`src/rtl/mode_reg_pkg.sv`:
```
package mode_reg_pkg;
  localparam int DATA_W = 8;
  localparam int MISC_W = 3;
  localparam logic [MISC_W-1:0] SET_PTR_CODE = 3'b001;
  localparam int FIXED_BIT = 5;
  localparam logic [DATA_W-1:0] MR1_RESET = 8'h00;
  localparam logic [DATA_W-1:0] MR2_RESET = 8'h00;

  typedef enum logic {PTR_MR1 = 1'b0, PTR_MR2 = 1'b1} ptr_e;

  typedef struct packed {
    logic wrMr1;
    logic wrMr2;
    logic rdEn;
    logic rdMr2;
  } strobe_t;
endpackage

```
`src/rtl/mode_reg_ctrl.sv`:
```
module mode_reg_ctrl
  import mode_reg_pkg::*;
(
  input  logic              clk,
  input  logic              rstN,
  input  logic              regSel,
  input  logic              rdStb,
  input  logic              wrStb,
  input  logic              cmdValid,
  input  logic [MISC_W-1:0] cmdMisc,
  output strobe_t           stb
);
  ptr_e ptrQ, ptrD;
  logic access, setPtr;

  assign access = regSel && (rdStb || wrStb);
  assign setPtr = cmdValid && (cmdMisc == SET_PTR_CODE);

  always_comb begin
    ptrD = ptrQ;
    if (setPtr)       ptrD = PTR_MR1;
    else if (access)  ptrD = PTR_MR2;
  end

  always_ff @(posedge clk) begin
    if (!rstN) ptrQ <= PTR_MR1;
    else       ptrQ <= ptrD;
  end

  always_comb begin
    stb.wrMr1 = regSel && wrStb && (ptrQ == PTR_MR1);
    stb.wrMr2 = regSel && wrStb && (ptrQ == PTR_MR2);
    stb.rdEn  = regSel && rdStb;
    stb.rdMr2 = (ptrQ == PTR_MR2);
  end

  // register 1 access advances pointer
  a_r2_mr1_access_moves: assert property (@(posedge clk) disable iff (!rstN)
    (access && ptrQ == PTR_MR1 && !setPtr) |=> ptrQ == PTR_MR2);
  // register 2 access keeps pointer
  a_r3_mr2_access_stays: assert property (@(posedge clk) disable iff (!rstN)
    (access && ptrQ == PTR_MR2 && !setPtr) |=> ptrQ == PTR_MR2);
  // command wins and returns pointer
  a_r4_cmd_returns: assert property (@(posedge clk) disable iff (!rstN)
    setPtr |=> ptrQ == PTR_MR1);
  // no access, no command, pointer holds
  a_r8_idle_holds: assert property (@(posedge clk) disable iff (!rstN)
    (!access && !setPtr) |=> $stable(ptrQ));
  a_r5_single_write: assert property (@(posedge clk) disable iff (!rstN)
    !(stb.wrMr1 && stb.wrMr2));
endmodule

```
`src/rtl/mode_reg_data.sv`:
```
module mode_reg_data
  import mode_reg_pkg::*;
(
  input  logic              clk,
  input  logic              rstN,
  input  strobe_t           stb,
  input  logic [DATA_W-1:0] wrData,
  output logic [DATA_W-1:0] rdData,
  output logic [DATA_W-1:0] mr1Q,
  output logic [DATA_W-1:0] mr2Q
);
  localparam logic [DATA_W-1:0] FIXED_MASK = DATA_W'(1) << FIXED_BIT;

  always_ff @(posedge clk) begin
    if (!rstN) begin
      mr1Q <= MR1_RESET | FIXED_MASK;
      mr2Q <= MR2_RESET;
    end else begin
      if (stb.wrMr1) mr1Q <= wrData | FIXED_MASK;
      if (stb.wrMr2) mr2Q <= wrData;
    end
  end

  always_comb begin
    rdData = '0;
    if (stb.rdEn) rdData = stb.rdMr2 ? mr2Q : mr1Q;
  end

  // fixed bit stays set
  a_r6_fixed_bit: assert property (@(posedge clk) disable iff (!rstN)
    mr1Q[FIXED_BIT]);
  // writes land next cycle
  a_r7_wr_mr2: assert property (@(posedge clk) disable iff (!rstN)
    stb.wrMr2 |=> mr2Q == $past(wrData));
  a_r7_wr_mr1_other_bits: assert property (@(posedge clk) disable iff (!rstN)
    stb.wrMr1 |=> (mr1Q & ~FIXED_MASK) == ($past(wrData) & ~FIXED_MASK));
  a_r7_no_write_mr2: assert property (@(posedge clk) disable iff (!rstN)
    !stb.wrMr2 |=> $stable(mr2Q));
endmodule

```
`src/rtl/mode_reg_pair.sv`:
```
module mode_reg_pair
  import mode_reg_pkg::*;
(
  input  logic       clk,
  input  logic       rstN,
  input  logic       regSel,
  input  logic       rdStb,
  input  logic       wrStb,
  input  logic [7:0] wrData,
  output logic [7:0] rdData,
  input  logic       cmdValid,
  input  logic [2:0] cmdMisc,
  output logic       rxRtsEn,
  output logic       rxIrqSel,
  output logic       errMode,
  output logic [1:0] parityMode,
  output logic       parityType,
  output logic [1:0] bitsPerChar,
  output logic [7:0] mr2Cfg
);
  strobe_t stb;
  logic [DATA_W-1:0] mr1Q, mr2Q;

  mode_reg_ctrl u_ctrl (
    .clk(clk), .rstN(rstN), .regSel(regSel), .rdStb(rdStb), .wrStb(wrStb),
    .cmdValid(cmdValid), .cmdMisc(cmdMisc), .stb(stb)
  );

  mode_reg_data u_data (
    .clk(clk), .rstN(rstN), .stb(stb), .wrData(wrData),
    .rdData(rdData), .mr1Q(mr1Q), .mr2Q(mr2Q)
  );

  // field split of register 1
  assign rxRtsEn     = mr1Q[7];
  assign rxIrqSel    = mr1Q[6];
  assign errMode     = mr1Q[5];
  assign parityMode  = mr1Q[4:3];
  assign parityType  = mr1Q[2];
  assign bitsPerChar = mr1Q[1:0];
  assign mr2Cfg      = mr2Q;
endmodule

```
`config.mk`:
```
export PLATFORM = sky130hd
export DESIGN_NAME = mode_reg_pair
export DESIGN_NICKNAME = d
export VERILOG_FILES = /design/src/rtl/mode_reg_pkg.sv /design/src/rtl/mode_reg_ctrl.sv /design/src/rtl/mode_reg_data.sv /design/src/rtl/mode_reg_pair.sv
export SDC_FILE = /design/constraint.sdc
export NUM_CORES = 1
export LEC_CHECK = 0
export ABC_AREA = 1
export BUFFER_PORTS_ARGS = -buffer_cell sky130_fd_sc_hd__buf_2
export CORE_UTILIZATION = 35
export DETAILED_ROUTE_END_ITERATION = 10
export MAX_ROUTING_LAYER = met4
export PLACE_DENSITY = 0.67
export SLEW_MARGIN = 20
export SYNTH_ARGS = -nofsm -noshare
export SYNTH_HDL_FRONTEND = slang
export SYNTH_HIERARCHICAL = 1
export SYNTH_SLANG_ARGS = --single-unit
```
`constraint.sdc`:
```
create_clock -name clk -period 1.2 [get_ports clk]
set_input_delay 0.12 -clock clk [delete_from_list [all_inputs] [get_ports clk]]
set_output_delay 0.12 -clock clk [all_outputs]
set_load 0.02 [all_outputs]
```
==> impl_metrics.toml, run 1 <==
[sta]
setup_viol = 7
fin_ws_ns = -0.0851
final.period_utilization_pct = 107
clock_skew_ns = 0.0102
fmax_mhz = 778
slew_violations = 0
rsz0062_at_grt = "true"
tns_ns = -0.434
hold_viol_final = 0
period_needed_ns = 1.29

[yosys]
syn_nets = 161
async_flop_share_pct = 0
synth_ff_type = "dfxtp_1"
ys_seq_elements = 16
synth_top_cells_by_area = "dfxtp_1 37%, nand2_1 21%, nor2_1 21%"
ys_top_cells_by_count = "48 x nand2_1, 48 x nor2_1, 18 x inv_1, 16 x dfxtp_1, 4 x buf_6"
synth_seq_area_share_pct = 37.2
syn_inst = 144
synth_top_cell_area_share_pct = 37.2
synth_edf_count = 0
ys_warn_count = 6
yosys.area.top_type = "dfxtp_1"
avgSynthCellArea_um2 = 5.99
synth_cell_types = 13
synth.cell_area_um2 = 862

[critical_path]
critPathCaptureType = "output port"
reg2reg_from = "u_ctrl/ptrQ"
r2r_setup_slack_ns = 0.06
ff2ff_path_depth = 7
crit_family = "flip-flops"
cp_slowest_cell = "dfxtp_4"
slowest_delay_ns = 0.38
critPathRequiredTime_ns = 1.08
critical_path_class = "flop to output port"
critPathLaunchType = "flop"
arrival_ns = 1.17
r2r-end = "u_data/mr2Q[3]"
path_cells = "buf_6 -> nand2_2 -> nand2_1 -> nor2_1 -> buf_4"
cp_max_fo = 5
crit_buf_inv = 2

[grt]
grt_antenna_before_repair = 0
grt_overflow_total = 0
grtUsageTotal_pct = 16.8
grt_pass1_vias = 753
grt_pass1_wl_mm = 3.23
grt_max_degree = 17

[drt]
drt_first_pass_iters = 4
drt_iter0_drc = 20
wl_per_cell_um = 10.5
vias = 961
drc = 0
drtAntennaViolNets = 0
routed_wl_mm = 2.28
via_per_inst = 4.43

[die]
fp-row-count = 17
die_h_um = 51.6
start_util_pct = 37.9
fp.dieW_um = 51.6
core_area_mm2 = 0.00228
pin_count = 41
die_area_mm2 = 0.00267

[clocking]
cts.path.max_buffers = 2
ctsRootBufferMaster = "clkbuf_4"
clock_latency_ns = 0.29
hold_buffers = 0
clk_pin_slew_worst_paths_ns = 0.10
cts_sinks = 16
htreeDepth = 1
cts_inserted_buffers = 3
tritoncts = "built"

[place]
place_hpwl_mm = 1.49
routabilityCongestion = 0.752
portBuffers = 39

[hold_path]
min_path_type = "input port to flop"
worstHoldPathCells = 5
min_to = "u_data/mr2Q[5]"
hp-start = "wrData[5]"

[run_status]
violations = "setup timing"
status = "finished, violations left"

[power]
leakage_nw = 0.655
p_comb_share_pct = 26.3
switching_power_mw = 0.398
peakVddDrop_mv = 0.653
swShare_pct = 30.9
clockPowerShare_pct = 27.8
pwr-share-seq_pct = 46.0
p_per_area_mw_per_mm2 = 1080
cell_internal_pwr_mw = 0.888

[layout]
final_util_pct = 52.4
area_growth_pct = 38.3
drive_gt1_share_pct = 34.4
nets = 207
diodes = 0

[job]
maxCapViolCount = 0
[registers in the layout, summed over array words and instances (netlist names)]
name / cells
u_ctrl/ptrQ: 1
u_data/mr2Q: 8
u_data/mr1Q: 7
[worst reg2reg max path, stage by stage (launching register included)]
cell and delay, ns:
dfxtp_4 0.40, buf_4 0.14, inv_1 0.08, nor2_4 0.12, buf_2 0.17, nand2_2 0.05, nand2_1 0.05, nor2_1 0.04
[per-stage QoR]
step | cells | setup slack (ns) | instance area, um^2 | hold WS (ns) | total power [mW]
2_1_floorplan | 144 | 0.133 | 862 | 0.240 | 0.806
3_3_place_gp | 208 | 0.181 | 1050 | 0.404 | 0.878
3_5_place_dp | 208 | 0.136 | 1050 | 0.426 | 0.888
4_1_cts | 215 | -0.0767 | 1140 | 0.123 | 1.27
5_1_grt | 217 | -0.166 | 1190 | 0.126 | 1.37
6_report | 217 | -0.0851 | 1190 | 0.120 | 1.29
[area by class of cell]
type                            count  area, um^2
Fill cell                         249        1080
Inverter                           19        71.3
Multi-Input combinational cell    101         419
Clock buffer                        4        36.3
Timing Repair Buffer               49         307
Sequential cell                    16         324
Tap cell                           28        35.0
[worst max-delay path by stage]
stage                     depth (start not counted)        endpoint   startpoint
after floorplan                                   5       rdData[4]  u_ctrl/ptrQ
after global placement                            5  u_data/mr1Q[3]  u_ctrl/ptrQ
after detailed placement                          6  u_data/mr2Q[2]  u_ctrl/ptrQ
after CTS                                         5       rdData[7]  u_ctrl/ptrQ
after global routing                              5       rdData[3]  u_ctrl/ptrQ
final                                             5       rdData[3]  u_ctrl/ptrQ
[metal layers]
metal | GRT usage (%) | up-vias | wire [um]
met5 | - | - | 0
met4 | 4.05 | 0 | 14
met1 | 19.6 | 417 | 1000
met2 | 29.9 | 43 | 1130
li1 | - | 499 | -
met3 | 2.63 | 2 | 132
[cell families after synthesis]
group,share of synthesized area (%)
AO/OA/AOI/OAI,0.871
buffers and inverters,17.6
flip-flops,37.2
other,0.435
AND/OR/NAND/NOR,44.0
[power groups by stage]
stage / logic, mW / clock network, mW / registers (mW)
floorplan: 0.175 / 0 / 0.631
global placement: 0.280 / 0 / 0.598
detailed placement: 0.287 / 0 / 0.601
CTS: 0.315 / 0.364 / 0.590
global route: 0.373 / 0.399 / 0.596
finish: 0.338 / 0.357 / 0.591
[placed cells by master (no fill, tap or decap)]
cell type	n
nor2_4	2
buf_6	5
dfxtp_4	1
nor2_2	1
a21boi_2	1
dfxtp_1	15
conb_1	1
nor2_1	46
nand2_2	6
nand2_1	44
buf_4	11
clkbuf_4	4
inv_1	18
buf_2	32
inv_2	1
clkbuf_8	1
[timing repair]
item                                   4_1_cts  5_1_grt
endpoints found under the hold margin        0        0
setup endpoints to repair                    7       18
gates resized for setup                     15       12
setup buffers                                2        0
pin swaps                                    4        8
gates cloned                                 1        2
(Power assumes the default switching activity.)
==> run 2: changes to the inputs <==
--- a/config.mk
+++ b/config.mk
@@ -7,6 +7,7 @@
 export LEC_CHECK = 0
 export ABC_AREA = 1
 export BUFFER_PORTS_ARGS = -buffer_cell sky130_fd_sc_hd__buf_2
+export CORE_ASPECT_RATIO = 1.1
 export CORE_UTILIZATION = 35
 export DETAILED_ROUTE_END_ITERATION = 10
 export MAX_ROUTING_LAYER = met4
==> run 2 against run 1 <==
Net effect:
- total power is 3.1% lower
- the run still ends with setup timing left
- register-to-register slack improved by 0.07 ns
- fmax grew 3.6%
- sequential share of layout area rose by 1.2 points
- clock power decreased by 1%
- die area about the same
- core utilization fell by 3.0 points
- design area is 4.8% lower
==> impl_metrics.toml, run 2 (synthesis results as in run 1) <==
[sta]
setup_viol = 8
clock_skew_ns = 0.00381
rsz0062_at_grt = "true"
tns_ns = -0.257
hold_viol_final = 0
period_needed_ns = 1.24
slew_violations = 0
final.period_utilization_pct = 103
whs_ns = 0.129
fin_ws_ns = -0.0402
fmax_mhz = 806

[power]
peakVddDrop_mv = 0.537
clockPowerShare_pct = 28.2
leakage_nw = 0.635
swShare_pct = 29.9
p_comb_share_pct = 24.5
pwr-share-seq_pct = 47.3
total_power_mw = 1.25
switching_power_mw = 0.373
p_per_area_mw_per_mm2 = 1100
cell_internal_pwr_mw = 0.873

[drt]
via_per_inst = 4.16
drt_iter0_drc = 13
drtAntennaViolNets = 0
drt_first_pass_iters = 4
vias = 898
drc = 0
wl_per_cell_um = 8.81
routed_wl_mm = 1.90

[critical_path]
critical_path.most_common_cell = "nor2_1"
path_cells = "buf_2 -> nor2_1 -> nor2_1 -> buf_4"
cp_slowest_cell = "dfxtp_2"
critPathRequiredTime_ns = 1.08
arrival_ns = 1.12
crit_family = "flip-flops"
ff2ff_path_depth = 6
cp_max_fo = 5
critPathCaptureType = "output port"
crit_buf_inv = 2
crit_cells = 4
slowest_delay_ns = 0.39
critical_path_class = "flop to output port"
critPathLaunchType = "flop"

[die]
fp.dieW_um = 49.3
die_h_um = 54.1
start_util_pct = 37.5
fp-row-count = 18
die_area_mm2 = 0.00267
pin_count = 41
core_area_mm2 = 0.00230

[clocking]
cts_sinks = 16
tritoncts = "built"
clock_latency_ns = 0.28
post_cts_buffers = 0
htreeDepth = 1
ctsRootBufferMaster = "clkbuf_4"
cts.path.max_buffers = 2
cts_inserted_buffers = 3
clk_pin_slew_worst_paths_ns = 0.10

[grt]
grt_max_degree = 17
grt_overflow_total = 0
grt_pass1_vias = 776
grt_pass1_wl_mm = 3.20
grtUsageTotal_pct = 16.1
grt_antenna_before_repair = 0

[layout]
largest-register = "u_data/mr2Q"
largest_reg_flops = 8
layout_common_cells = "48 x nor2_1, 46 x nand2_1, 32 x buf_2, 18 x inv_1, 15 x dfxtp_1"
nets = 204
area_growth_pct = 31.6
final_common_cell = "nor2_1"
fillers = 252
top_regs = "u_data/mr2Q (8), u_data/mr1Q (7), u_ctrl/ptrQ (1)"
final_util_pct = 49.4
drive_gt1_share_pct = 30.6
diodes = 0

[place]
place_hpwl_mm = 1.42
routabilityCongestion = 0.789
portBuffers = 39

[run_status]
status = "finished, violations left"
violations = "setup timing"

[hold_path]
worstHoldPathCells = 5
min_path_type = "input port to flop"

[job]
maxCapViolCount = 0
## run 2: cell count changes in the layout (fill, tap and decap cells not counted), moves of 2 or more
| cell | change |
|---|---|
| buf_6 | -3 |
| nor2_1 | +2 |
| nand2_1 | +2 |
| nor2_4 | -2 |
| nand2_2 | -2 |
## run 2: repair_timing
action                                  in CTS  in global routing
endpoints found under the setup margin       8                  8
pin swaps                                    4                  2
resized for setup                           11                  2
gates cloned                                 0                  1
hold buffers                                 0                  0
## run 2: path summary, 6_finish.rpt
path         slack, ns              to           start
min               0.13  u_data/mr2Q[5]       wrData[5]
max reg2reg       0.13  u_data/mr1Q[1]     u_ctrl/ptrQ
min reg2reg       0.49  u_data/mr2Q[1]  u_data/mr2Q[1]
max              -0.04       rdData[3]     u_ctrl/ptrQ
## run 2: final cells by class
type                       count  area (um^2)  area share (%)
timing repair buffer          46          273            24.0
multi-input combinational    101          395            34.8
tap                           30         37.5            3.31
inverter                      19         71.3            6.28
sequential                    16          322            28.3
clock buffer                   4         36.3            3.20
## run 2: worst min-delay path: stages
cell and delay [ns]:
buf_2 0.07, inv_1 0.03, nand2_1 0.04, nand2_1 0.04, nor2_1 0.07
## run 2: per-layer routing
layer / global-route usage [%] / vias to the layer above / share of wire (%) / routed length [um]
li1: - / 490 / - / -
met1: 20.3 / 371 / 50 / 949
met2: 27.2 / 37 / 44 / 829
met3: 1.98 / 0 / 6.5 / 123
met4: 4.41 / 0 / 0 / 0
met5: - / - / 0 / 0
## run 2: metrics by stage
step           cell area (um^2)  instances  worst slack (ns)
3_3_place_gp               1060        211             0.187
3_5_place_dp               1060        211             0.147
2_1_floorplan               862        144             0.133
4_1_cts                    1120        215           -0.0516
5_1_grt                    1130        216            -0.132
6_report                   1130        216           -0.0402
## run 2: power groups by stage
stage	logic (mW)	clock network, mW	registers, mW
floorplan	0.175	0	0.631
global placement	0.284	0	0.597
detailed placement	0.290	0	0.598
CTS	0.302	0.363	0.588
global route	0.343	0.393	0.595
finish	0.305	0.352	0.589
